`src/rtl/seq_pkg.sv`:
```
package seq_pkg;

  typedef enum logic [2:0] {
    PH_A1 = 3'd0,
    PH_A2 = 3'd1,
    PH_A3 = 3'd2,
    PH_M1 = 3'd3,
    PH_M2 = 3'd4,
    PH_X1 = 3'd5,
    PH_X2 = 3'd6,
    PH_X3 = 3'd7
  } phase_e;

  localparam int ADDR_NIBS = 3;

  // Strobes from control to datapath
  typedef struct packed {
    logic [ADDR_NIBS-1:0] addrNibSel; // next subcycle drives address nibble i
    logic                 driveOpa;   // next subcycle drives operand
    logic                 capOpr;     // current subcycle latches high opcode nibble
    logic                 capOpa;     // current subcycle latches low opcode nibble
    logic                 incAddr;    // current subcycle ends the instruction
  } strobe_t;

  function automatic logic cpuDrives(phase_e ph);
    return (ph == PH_A1) || (ph == PH_A2) || (ph == PH_A3) ||
           (ph == PH_X1) || (ph == PH_X3);
  endfunction

endpackage

```
`src/rtl/seq_control.sv`:
```
module seq_control
  import seq_pkg::*;
(
  input  logic    clk,
  input  logic    rstN,
  output strobe_t strobes,
  output logic    busOe,
  output logic    syncOut,
  output logic    romSel
);

  phase_e phase;
  phase_e phaseNext;

  always_comb begin
    if (phase == PH_X3) phaseNext = PH_A1;
    else                phaseNext = phase_e'(phase + 3'd1);
  end

  always_ff @(posedge clk or negedge rstN) begin
    if (!rstN) begin
      phase   <= PH_A1;
      busOe   <= 1'b1;
      syncOut <= 1'b0;
      romSel  <= 1'b0;
    end else begin
      phase   <= phaseNext;
      busOe   <= cpuDrives(phaseNext);
      syncOut <= (phaseNext == PH_X3);
      romSel  <= (phaseNext == PH_A3);
    end
  end

  for (genvar i = 0; i < ADDR_NIBS; i++) begin : g_nibSel
    assign strobes.addrNibSel[i] = (phaseNext == phase_e'(PH_A1 + i));
  end
  assign strobes.driveOpa = (phaseNext == PH_X1);
  assign strobes.capOpr   = (phase == PH_M1);
  assign strobes.capOpa   = (phase == PH_M2);
  assign strobes.incAddr  = (phase == PH_X3);

  // strict subcycle order
  a_r1_order: assert property (@(posedge clk) disable iff (!rstN)
    (phase != PH_X3) |=> (phase == phase_e'($past(phase) + 3'd1)));
  a_r1_wrap: assert property (@(posedge clk) disable iff (!rstN)
    (phase == PH_X3) |=> (phase == PH_A1));
  // bus released in M1, M2, X2
  a_r2_release: assert property (@(posedge clk) disable iff (!rstN)
    (phase == PH_M1 || phase == PH_M2 || phase == PH_X2) |-> !busOe);
  // ROM select is a defined zero in M2 and X2
  a_r7_romsel_low: assert property (@(posedge clk) disable iff (!rstN)
    (phase == PH_M2 || phase == PH_X2) |-> (romSel === 1'b0));
  // sync is a single-clock pulse
  a_r8_sync_pulse: assert property (@(posedge clk) disable iff (!rstN)
    syncOut |=> !syncOut);

endmodule

```
`src/rtl/seq_datapath.sv`:
```
module seq_datapath
  import seq_pkg::*;
#(
  parameter int NIB_W = 4
) (
  input  logic             clk,
  input  logic             rstN,
  input  strobe_t          strobes,
  input  logic [NIB_W-1:0] busIn,
  output logic [NIB_W-1:0] busOut,
  output logic [NIB_W-1:0] oprOut,
  output logic [NIB_W-1:0] opaOut
);

  localparam int ADDR_W = ADDR_NIBS * NIB_W;

  logic [ADDR_W-1:0] addr;
  logic [ADDR_W-1:0] addrNext;
  logic [NIB_W-1:0]  addrNib [ADDR_NIBS];
  logic [NIB_W-1:0]  opaNext;
  logic [NIB_W-1:0]  busD;

  assign addrNext = strobes.incAddr ? addr + 1'b1 : addr;
  assign opaNext  = strobes.capOpa ? busIn : opaOut;

  for (genvar i = 0; i < ADDR_NIBS; i++) begin : g_nib
    assign addrNib[i] = addrNext[i*NIB_W +: NIB_W];
  end

  always_comb begin
    busD = '0;
    for (int i = 0; i < ADDR_NIBS; i++) begin
      if (strobes.addrNibSel[i]) busD = addrNib[i];
    end
    if (strobes.driveOpa) busD = opaNext;
  end

  always_ff @(posedge clk or negedge rstN) begin
    if (!rstN) begin
      addr   <= '0;
      busOut <= '0;
      oprOut <= '0;
      opaOut <= '0;
    end else begin
      addr   <= addrNext;
      busOut <= busD;
      opaOut <= opaNext;
      if (strobes.capOpr) oprOut <= busIn;
    end
  end

  // one step per instruction, otherwise held
  a_r4_step: assert property (@(posedge clk) disable iff (!rstN)
    strobes.incAddr |=> (addr == $past(addr) + 1'b1));
  a_r4_hold: assert property (@(posedge clk) disable iff (!rstN)
    !strobes.incAddr |=> $stable(addr));
  // opcode registers move only in their capture subcycle
  a_r5_opr_hold: assert property (@(posedge clk) disable iff (!rstN)
    !strobes.capOpr |=> $stable(oprOut));
  a_r5_opa_hold: assert property (@(posedge clk) disable iff (!rstN)
    !strobes.capOpa |=> $stable(opaOut));
  // operand driven right after capture
  a_r6_x1_opa: assert property (@(posedge clk) disable iff (!rstN)
    strobes.capOpa |=> (busOut == opaOut));

endmodule

```
`src/rtl/nibble_cycle_seq.sv`:
```
module nibble_cycle_seq
  import seq_pkg::*;
(
  input  logic       clk,
  input  logic       rstN,
  input  logic [3:0] busIn,
  output logic [3:0] busOut,
  output logic       busOe,
  output logic       syncOut,
  output logic       romSel,
  output logic [3:0] oprOut,
  output logic [3:0] opaOut
);

  strobe_t strobes;

  seq_control u_ctrl (
    .clk     (clk),
    .rstN    (rstN),
    .strobes (strobes),
    .busOe   (busOe),
    .syncOut (syncOut),
    .romSel  (romSel)
  );

  seq_datapath #(.NIB_W(4)) u_dp (
    .clk     (clk),
    .rstN    (rstN),
    .strobes (strobes),
    .busIn   (busIn),
    .busOut  (busOut),
    .oprOut  (oprOut),
    .opaOut  (opaOut)
  );

endmodule

```
`config.mk`:
```
export PLATFORM = sky130hd
export DESIGN_NAME = nibble_cycle_seq
export DESIGN_NICKNAME = d
export VERILOG_FILES = /design/src/rtl/seq_pkg.sv /design/src/rtl/seq_control.sv /design/src/rtl/seq_datapath.sv /design/src/rtl/nibble_cycle_seq.sv
export SDC_FILE = /design/constraint.sdc
export NUM_CORES = 1
export LEC_CHECK = 0
export CAP_MARGIN = 20
export CORE_MARGIN = 1.5
export CORE_UTILIZATION = 53
export DETAILED_ROUTE_END_ITERATION = 8
export GPL_TIMING_DRIVEN = 0
export HOLD_SLACK_MARGIN = 0.1
export PLACE_DENSITY = 0.8
export SLEW_MARGIN = 20
export SYNTH_ARGS = -nofsm -noshare
export SYNTH_HDL_FRONTEND = slang
export SYNTH_SLANG_ARGS = --single-unit
```
`constraint.sdc`:
```
create_clock -name clk -period 2.2 [get_ports clk]
set_clock_uncertainty 0.05 [all_clocks]
set_input_delay 0.44 -clock clk [delete_from_list [all_inputs] [get_ports clk]]
set_output_delay 0.44 -clock clk [all_outputs]
set_load 0.05 [all_outputs]
```
Yosys cells after proc, flatten, opt, wreduce, memory -nomap -nowiden
Index checks and enable logic that the tools add are counted.
Widths: inputs -> output; s select.
{"block": "totals", "register_bits": 30, "out_inout_bits": 15, "elab_cells": 29}
{"block": "classes", "n_eq_ne": 7, "n_reduce_logical": 5, "muxes": 7, "addsub": 2}
{"op": "$mux 4", "count": 5}
{"op": "$add 12x1->12 const B", "count": 1}
{"op": "$eq 3x3->1 const B", "count": 4}
{"op": "$mux 12", "count": 1}
{"op": "$eq 3x2->1 const B", "count": 2}
{"op": "$logic_or 1x1->1", "count": 4}
{"op": "$add 3x1->3 const B", "count": 1}
{"op": "$eq 3x1->1 const B", "count": 1}
{"op": "$logic_not 3->1", "count": 1}
{"op": "$mux 3", "count": 1}

Logic depth before layout (Yosys ltp)
Gate-level depths: netlist (run 1).
{"block": "depth", "ltp_word": 7, "depth_mapped": 8, "depth_no_buf": 7}

By module
Synthesis (run 1) repeated with hierarchy kept, for this count alone.
{"block": "hier_totals", "hier_cells": 120, "area_unflattened_um2": 1428.9}
{"mod": "seq_datapath", "seq_area_each_um2": 600.6, "area_each_um2": 1132.3, "n_inst": 1, "cells_each": 95}
{"mod": "seq_control", "seq_area_each_um2": 151.4, "area_each_um2": 296.5, "n_inst": 1, "cells_each": 25}

Least setup slack after synthesis (run 1)
Ideal clock, no wire load.
{"block": "synth_path", "path_type": "register to register", "start": "register u_ctrl.phase[0]", "end": "register u_dp.busOut[1]", "setup_slack_ns": 0.271, "setup_time_ns": 0.126, "stages_incl_launch_ff": 8, "arrival_time_ns": 1.752, "path_buffers": 1, "cell_sequence": "dfrtp_1 > ha_1 > ha_1 > buf_6 > mux2_4 > a22o_2 > a32oi_1 > o21ai_1"}
{"block": "synth_via", "elab_cells_between_ends": 14}
{"item": "start: declaration", "line_no": "seq_control.sv:12", "source": "phase_e phase;"}
{"item": "start signal: assignment", "line_no": "seq_control.sv:27", "source": "phase <= phaseNext;"}
{"item": "$eq 3x3->1", "line_no": "seq_control.sv:40", "source": "assign strobes.incAddr = (phase == PH_X3);"}
{"item": "$mux 12", "line_no": "seq_datapath.sv:23", "source": "assign addrNext = strobes.incAddr ? addr + 1'b1 : addr;"}
{"item": "via u_dp.addrNext[1]", "line_no": "seq_datapath.sv:18", "source": "logic [ADDR_W-1:0] addrNext;"}
{"item": "$mux 4 (3 in a row)", "line_no": "seq_datapath.sv:33", "source": "if (strobes.addrNibSel[i]) busD = addrNib[i];"}
{"item": "$mux 4", "line_no": "seq_datapath.sv:35", "source": "if (strobes.driveOpa) busD = opaNext;"}
{"item": "via u_dp.busD[1]", "line_no": "seq_datapath.sv:21", "source": "logic [NIB_W-1:0] busD;"}
{"item": "end signal: assignment", "line_no": "seq_datapath.sv:46", "source": "busOut <= busD;"}
{"item": "end: declaration", "line_no": "seq_datapath.sv:10", "source": "output logic [NIB_W-1:0] busOut,"}
The timed path passes the listed nets, and every way through them passes these cells.
A chain may end at the register's enable or synchronous reset.

Worst setup path after layout (run 1)
{"block": "layout_path", "start": "register u_ctrl.busOe", "end": "output port busOe"}
{"item": "start: declaration", "line_no": "seq_control.sv:7", "source": "output logic busOe,"}
{"item": "start signal: assignment", "line_no": "seq_control.sv:28", "source": "busOe <= cpuDrives(phaseNext);"}
{"item": "end: declaration", "line_no": "nibble_cycle_seq.sv:8", "source": "output logic busOe,"}
No word-level cell between the ends.

==> run metrics, run 1 <==
worst reg-to-reg path cell count=7; DR pass1 iterations=4; Root Driver=clkbuf_4; GRT Total Usage=between 20 and 25%; status=finished, final reports clean; hpwl dp=2110 um; Worst R2R Start=u_ctrl.phase[0]; # setup viols final=0; CTS Buf Count=5; Power Dens Cells=543.3 nW/um^2; Fin. Hold Viols=0; Yosys reg bits=30; Worst Hold Depth=1; GPL Wtd Cong=0.8420; DRC=0; gr ovfl total=0; most common cell after layout, fill and taps aside=dfrtp_1; Post-synth ARST share=100.0%; Ys Warns=0; Worst Setup SP=u_ctrl.busOe; Final #Nets=about 180; Slew @ Worst Pin=roughly 640 ps; total negative slack=0 ps; data required time of the worst path=1710 ps; first-pass GRT wire length=about 5000 um; Post-CTS Resized=0; die area=about 3100 sq um; Post-synth EDFFs=0; Max Clk Rate=468.9 MHz; H-tree levels=2; Routed WL=2828 um; via count=between 1,000 and 1,500; CTS Buffer Depth=2; Die Y=56.05 um; Post-CTS Setup Bufs=0; Synth Net Count=147; layout cells sized above 1=18.29%; synth unique cells=41; fin crit period=2133 ps; largest net degree at the start of global routing=31; pins over their slew limit=0; Worst Path Arrival=1640 ps; delay-heaviest family, CP=buffers and inverters; core area=2710 sq um; Syn Inst Count=135; max_cap viols=0; Final ANT Viol Nets=0; dpl ws=142.8 ps; slew margin rel.=57.10%; number of I/O port buffers=20; Final Util=66.39%; top_reg_cell synth=dfrtp_1; starting density of the core=55.03%; Mapped Area=1491 sq um; worst setup margin=approximately 67 ps; CTS clk-pin slew, worst paths=90 ps; worst-path maximum fanout=1; WL/cell=14.50 um; slowest stage delay, CP=790 ps; I/O pin cnt=21; ant diodes=0; Levels on crit path=1; Pleak=0.8331 nW; post-synth top area cell=dfrtp_1; top-area cell type share of the netlist area=between 40% and 50%; CTS sink count=30; most frequent cells in the layout=dfrtp_1, clkdlybuf4s50_1, nand2_1, inv_1, nor2_1; initial antenna violation count=0; row count=19; Tot Pwr=0.0009775 W; Hold Crit Class=flop to flop; cell area after layout=around 1800 sq um; CP Capture Type=output port; Iteration-0 DRC Markers=31; DR vias/cell=5.528; maximum vdd drop=0.4517 mV; period utilization=96.94%; Area growth syn-to-layout=20.64%; Bufs and invs on worst path=1; crit path launch type=flop; Die Span X=56.05 um; CP max stage cell=clkdlybuf4s50_1; post-synthesis average cell area=approximately 11 sq um; crit path cell chain=clkdlybuf4s50_1; Clk Latency, worst-skew pair=330 ps; DP Area=1725 sq um; startpoint of the worst hold path=u_dp.addr[11]; sequential-to-total area share from yosys stat=50.42%; TritonCTS clock tree=built; synth top area cells=dfrtp_1, mux2_2, ha_1; RSZ-0062 raised after global routing=no; Crit Path Category=flop to output port; number of global-route vias before repair=1,039
state kept, by name, summed over array words and instances, names as in the netlist:
register,cells
u_ctrl.busOe,1
u_ctrl.phase,3
u_ctrl.romSel,1
u_ctrl.syncOut,1
u_dp.addr,12
u_dp.busOut,4
u_dp.opaOut,4
u_dp.oprOut,4
what timing repair did:
action | in CTS | in global routing
hold buffers | 1 | 0
setup endpoints to repair | 0 | 0
hold endpoints to repair | 29 | 0
synthesized netlist by cell type, drive strengths merged, types with 2 or more instances:
cell type,count
xor2,2
clkbuf,3
nor3,5
nor2,9
buf,4
a21oi,6
dfrtp,29
inv,9
or2,2
xnor2,7
nand4,5
mux2,9
a31oi,3
and3,2
nand3,3
o21ai,3
ha,6
nand2,10
stage by stage:
| stage | hold slack, ps | instances |
|---|---|---|
| 2_1_floorplan | 94.41 | 135 |
| 3_3_place_gp | 419.2 | 186 |
| 3_5_place_dp | 435.8 | 186 |
| 4_1_cts | 453.6 | 195 |
| 5_1_grt | 467.0 | 195 |
| 6_report | 449.5 | 195 |
metal layers:
metal / routed length (um) / track usage [%]
met1: 1235 / 26.45
met2: 1394 / 33.28
met3: 136 / 6.279
met4: 61 / 8.163
met5: 0 / 0
cells by family after synthesis:
logic type,share of synthesized area [%]
muxes,7.047
AOI/OAI and AO/OA,10.82
DFF,50.42
buffers and inverters,6.879
xor gates and xnor gates,5.286
adders and majority gates,5.033
and+or+nand+nor,14.51
power breakdown:
group          leakage, nW   total, W  switching [W]  internal, W
combinational        0.415  0.0000711      0.0000454    0.0000258
clock               0.0343   0.000344       0.000191     0.000153
sequential           0.383   0.000562     0.00000367     0.000558
total                0.833   0.000977       0.000240     0.000738
final timing paths:
| kind | end | slack [ps] |
|---|---|---|
| worst max-delay path | busOe | 70 |
| worst min-delay path | u_dp.addr[11] | 450 |
| worst max register to register | u_dp.busOut[0] | 110 |
| worst min register to register | u_dp.addr[11] | 450 |
| max in group asynchronous | u_dp.addr[3] | 1070 |
| min in group asynchronous | u_dp.addr[4] | 610 |
area by class of cell:
cell class                 instances  area [sq um]
sequential                        30         752.0
multi-input combinational         89         636.9
inverter                           9         33.78
clock inverter                     2         12.51
clock buffer                       6         51.30
fill                             211         910.9
timing repair buffer              21         205.2
tap                               31         38.79
buffer                             7         68.82
(Power assumes the default switching activity.)
==> run 2, diff against run 1 <==
- CORE_UTILIZATION: 53 -> 57
- PLACE_DENSITY: 0.8 -> 0.85
- clock period: 2.2 -> 2.5 ns (I/O delays scaled with it)
==> run 2 against run 1 <==
Against the previous run: critical path depth unchanged; power up 8.8%; sequential share of layout area down 0.83 points; utilization up 7.7 points; final cell count down 1.0%; clock power up 48%; global-route usage up 3.3 points; setup slack better by 240 ps; non-clock buffer count down 1.
==> run metrics, run 2 (synthesized netlist as in run 1, its figures left out) <==
met3 GRT Util=5.556% (-0.72 points); Crit Path Category=flop to output port; worst-path maximum fanout=1 (unchanged); I/O pin cnt=21 (unchanged); gr ovfl total=0 (unchanged); Pleak=0.8531 nW (+2.4%); layout cells sized above 1=18.40% (+0.11 points); Final ANT Viol Nets=0 (unchanged); CTS Buffer Depth=2 (unchanged); grt peak-use layer=met2; max reg flops=12 (unchanged); max_cap viols=0 (unchanged); first-pass GRT wire length=4878 um (-2.8%); Die Span X=54.15 um (-3.4%); pins over their slew limit=0 (unchanged); Final #Nets=174 (-0.57%); status=finished, final reports clean; GRT Total Usage=24.08% (+3.3 points); crit path launch type=flop; CTS hold repair buffers=0 (-1); number of I/O port buffers=20 (unchanged); Clk Latency, worst-skew pair=330 ps (about the same); DP Area=1724 sq um (about the same); GPL Wtd Cong=0.8031 (-4.6%); most frequent cells in the layout=dfrtp_1, clkdlybuf4s50_1, nand2_1, inv_1, nor2_1; row count=18 (-1); DRC=0 (unchanged); Power Dens Cells=579.5 nW/um^2 (+6.7%); die area=2932 sq um (-6.6%); met2 usage=40.36% (+7.1 points); core area=2477 sq um (-8.6%); Iteration-0 DRC Markers=36 (+16%); data required time of the worst path=1950 ps (+240 ps); TritonCTS clock tree=built; Post-CTS Resized=0 (unchanged); CTS sink count=30 (unchanged); most common cell after layout, fill and taps aside=dfrtp_1; starting density of the core=60.20% (+5.2 points); CP max stage cell=clkdlybuf4s50_1; # setup viols final=0 (unchanged); met1 Track Usage GR=27.65% (+1.2 points); Area growth syn-to-layout=23.07%; via count=1,091 (+1.2%); Slew @ Worst Pin=638.5 ps (-4.962 ps); initial antenna violation count=0 (unchanged); delay-heaviest family, CP=buffers and inverters; slew margin rel.=57.43% (+0.33 points); RSZ-0062 raised after global routing=no; slowest stage delay, CP=790 ps (about the same); CTS Buf Count=5 (unchanged); Fin. Hold Viols=0 (unchanged); CTS clk-pin slew, worst paths=100 ps (about the same); number of global-route vias before repair=1,082 (+4.1%); total negative slack=0 ps (unchanged); Die Y=54.15 um (-3.4%); DR vias/cell=5.653 (+2.3%); cell area after layout=1836 sq um (+2.0%); ant diodes=0 (unchanged); hpwl dp=2185 um (+3.5%); CP Capture Type=output port; WL/cell=15.53 um (+7.1%); Max Clk Rate=456.7 MHz; DR pass1 iterations=4 (unchanged); fin crit period=2190 ps; H-tree levels=2 (unchanged); crit path cell chain=clkdlybuf4s50_1; Root Driver=clkbuf_4; Bufs and invs on worst path=1 (unchanged); Worst Path Arrival=1640 ps (about the same); period utilization=87.58%; Biggest register=u_dp.addr; Final Util=74.09% (+7.7 points); Routed WL=2998 um (+6.0%); Hold Crit Class=primary input to async pin; Post-CTS Setup Bufs=0 (unchanged); largest net degree at the start of global routing=31 (unchanged); maximum vdd drop=0.7936 mV (+76%)
run 2: changes by cell type in the layout (fill, tap and decap cells not counted):
cell,before,now
dlygate4sd3_1,1,0
clkinv_2,1,0
clkinvlp_4,1,0
bufinv_16,0,2
run 2: where the power goes:
| group | internal [W] | switching (W) | leakage [nW] |
|---|---|---|---|
| registers | 0.000491 | 0.00000329 | 0.383 |
| clock network | 0.000339 | 0.000169 | 0.0585 |
| logic | 0.0000217 | 0.0000395 | 0.411 |
| total | 0.000852 | 0.000212 | 0.853 |
run 2: cell type report:
class | count | area (sq um)
sequential | 30 | 752.0
inverter | 9 | 33.78
fill | 164 | 641.9
multi-input combinational | 89 | 636.9
clock buffer | 6 | 51.30
timing repair buffer | 20 | 195.2
tap | 30 | 37.54
clock inverter | 2 | 60.06
buffer | 7 | 68.82
run 2: stage by stage:
step	setup WS [ps]	hold WS (ps)	instances	total power, W
finish	310.5	130.5	193	0.001064
detailed placement	449.5	446.4	185	0.0005667
global placement	470.0	417.6	185	0.0005654
CTS	288.2	141.0	193	0.001079
floorplan	571.3	154.4	135	0.0005342
global route	278.8	186.3	193	0.001094
run 2: path summary, 6_finish.rpt:
| path | slack [ps] | start | endpoint | cells past startpoint |
|---|---|---|---|---|
| hold reg to reg | 470 | u_dp.oprOut[0] | u_dp.oprOut[0] | 1 |
| min in group clk | 470 | u_dp.oprOut[0] | u_dp.oprOut[0] | 1 |
| setup reg to reg | 420 | u_ctrl.phase[0] | u_dp.busOut[2] | 8 |
| setup / recovery | 310 | u_ctrl.busOe | busOe | 1 |
| max in group asynchronous | 1850 | rstN | u_dp.addr[4] | 1 |
| hold / removal | 130 | rstN | u_dp.oprOut[1] | 1 |
run 2: layer usage:
layer	vias up	share of wire (%)
li1	524	-
met1	517	42
met2	40	51
met3	10	5.2
met4	0	2.6
met5	-	0
==> run 3, diff against run 2 <==
- HOLD_SLACK_MARGIN: 0.1 -> 0.03
==> results of run 3 <==
No change in the layout: final DEF, timing and power equal those of run 2.
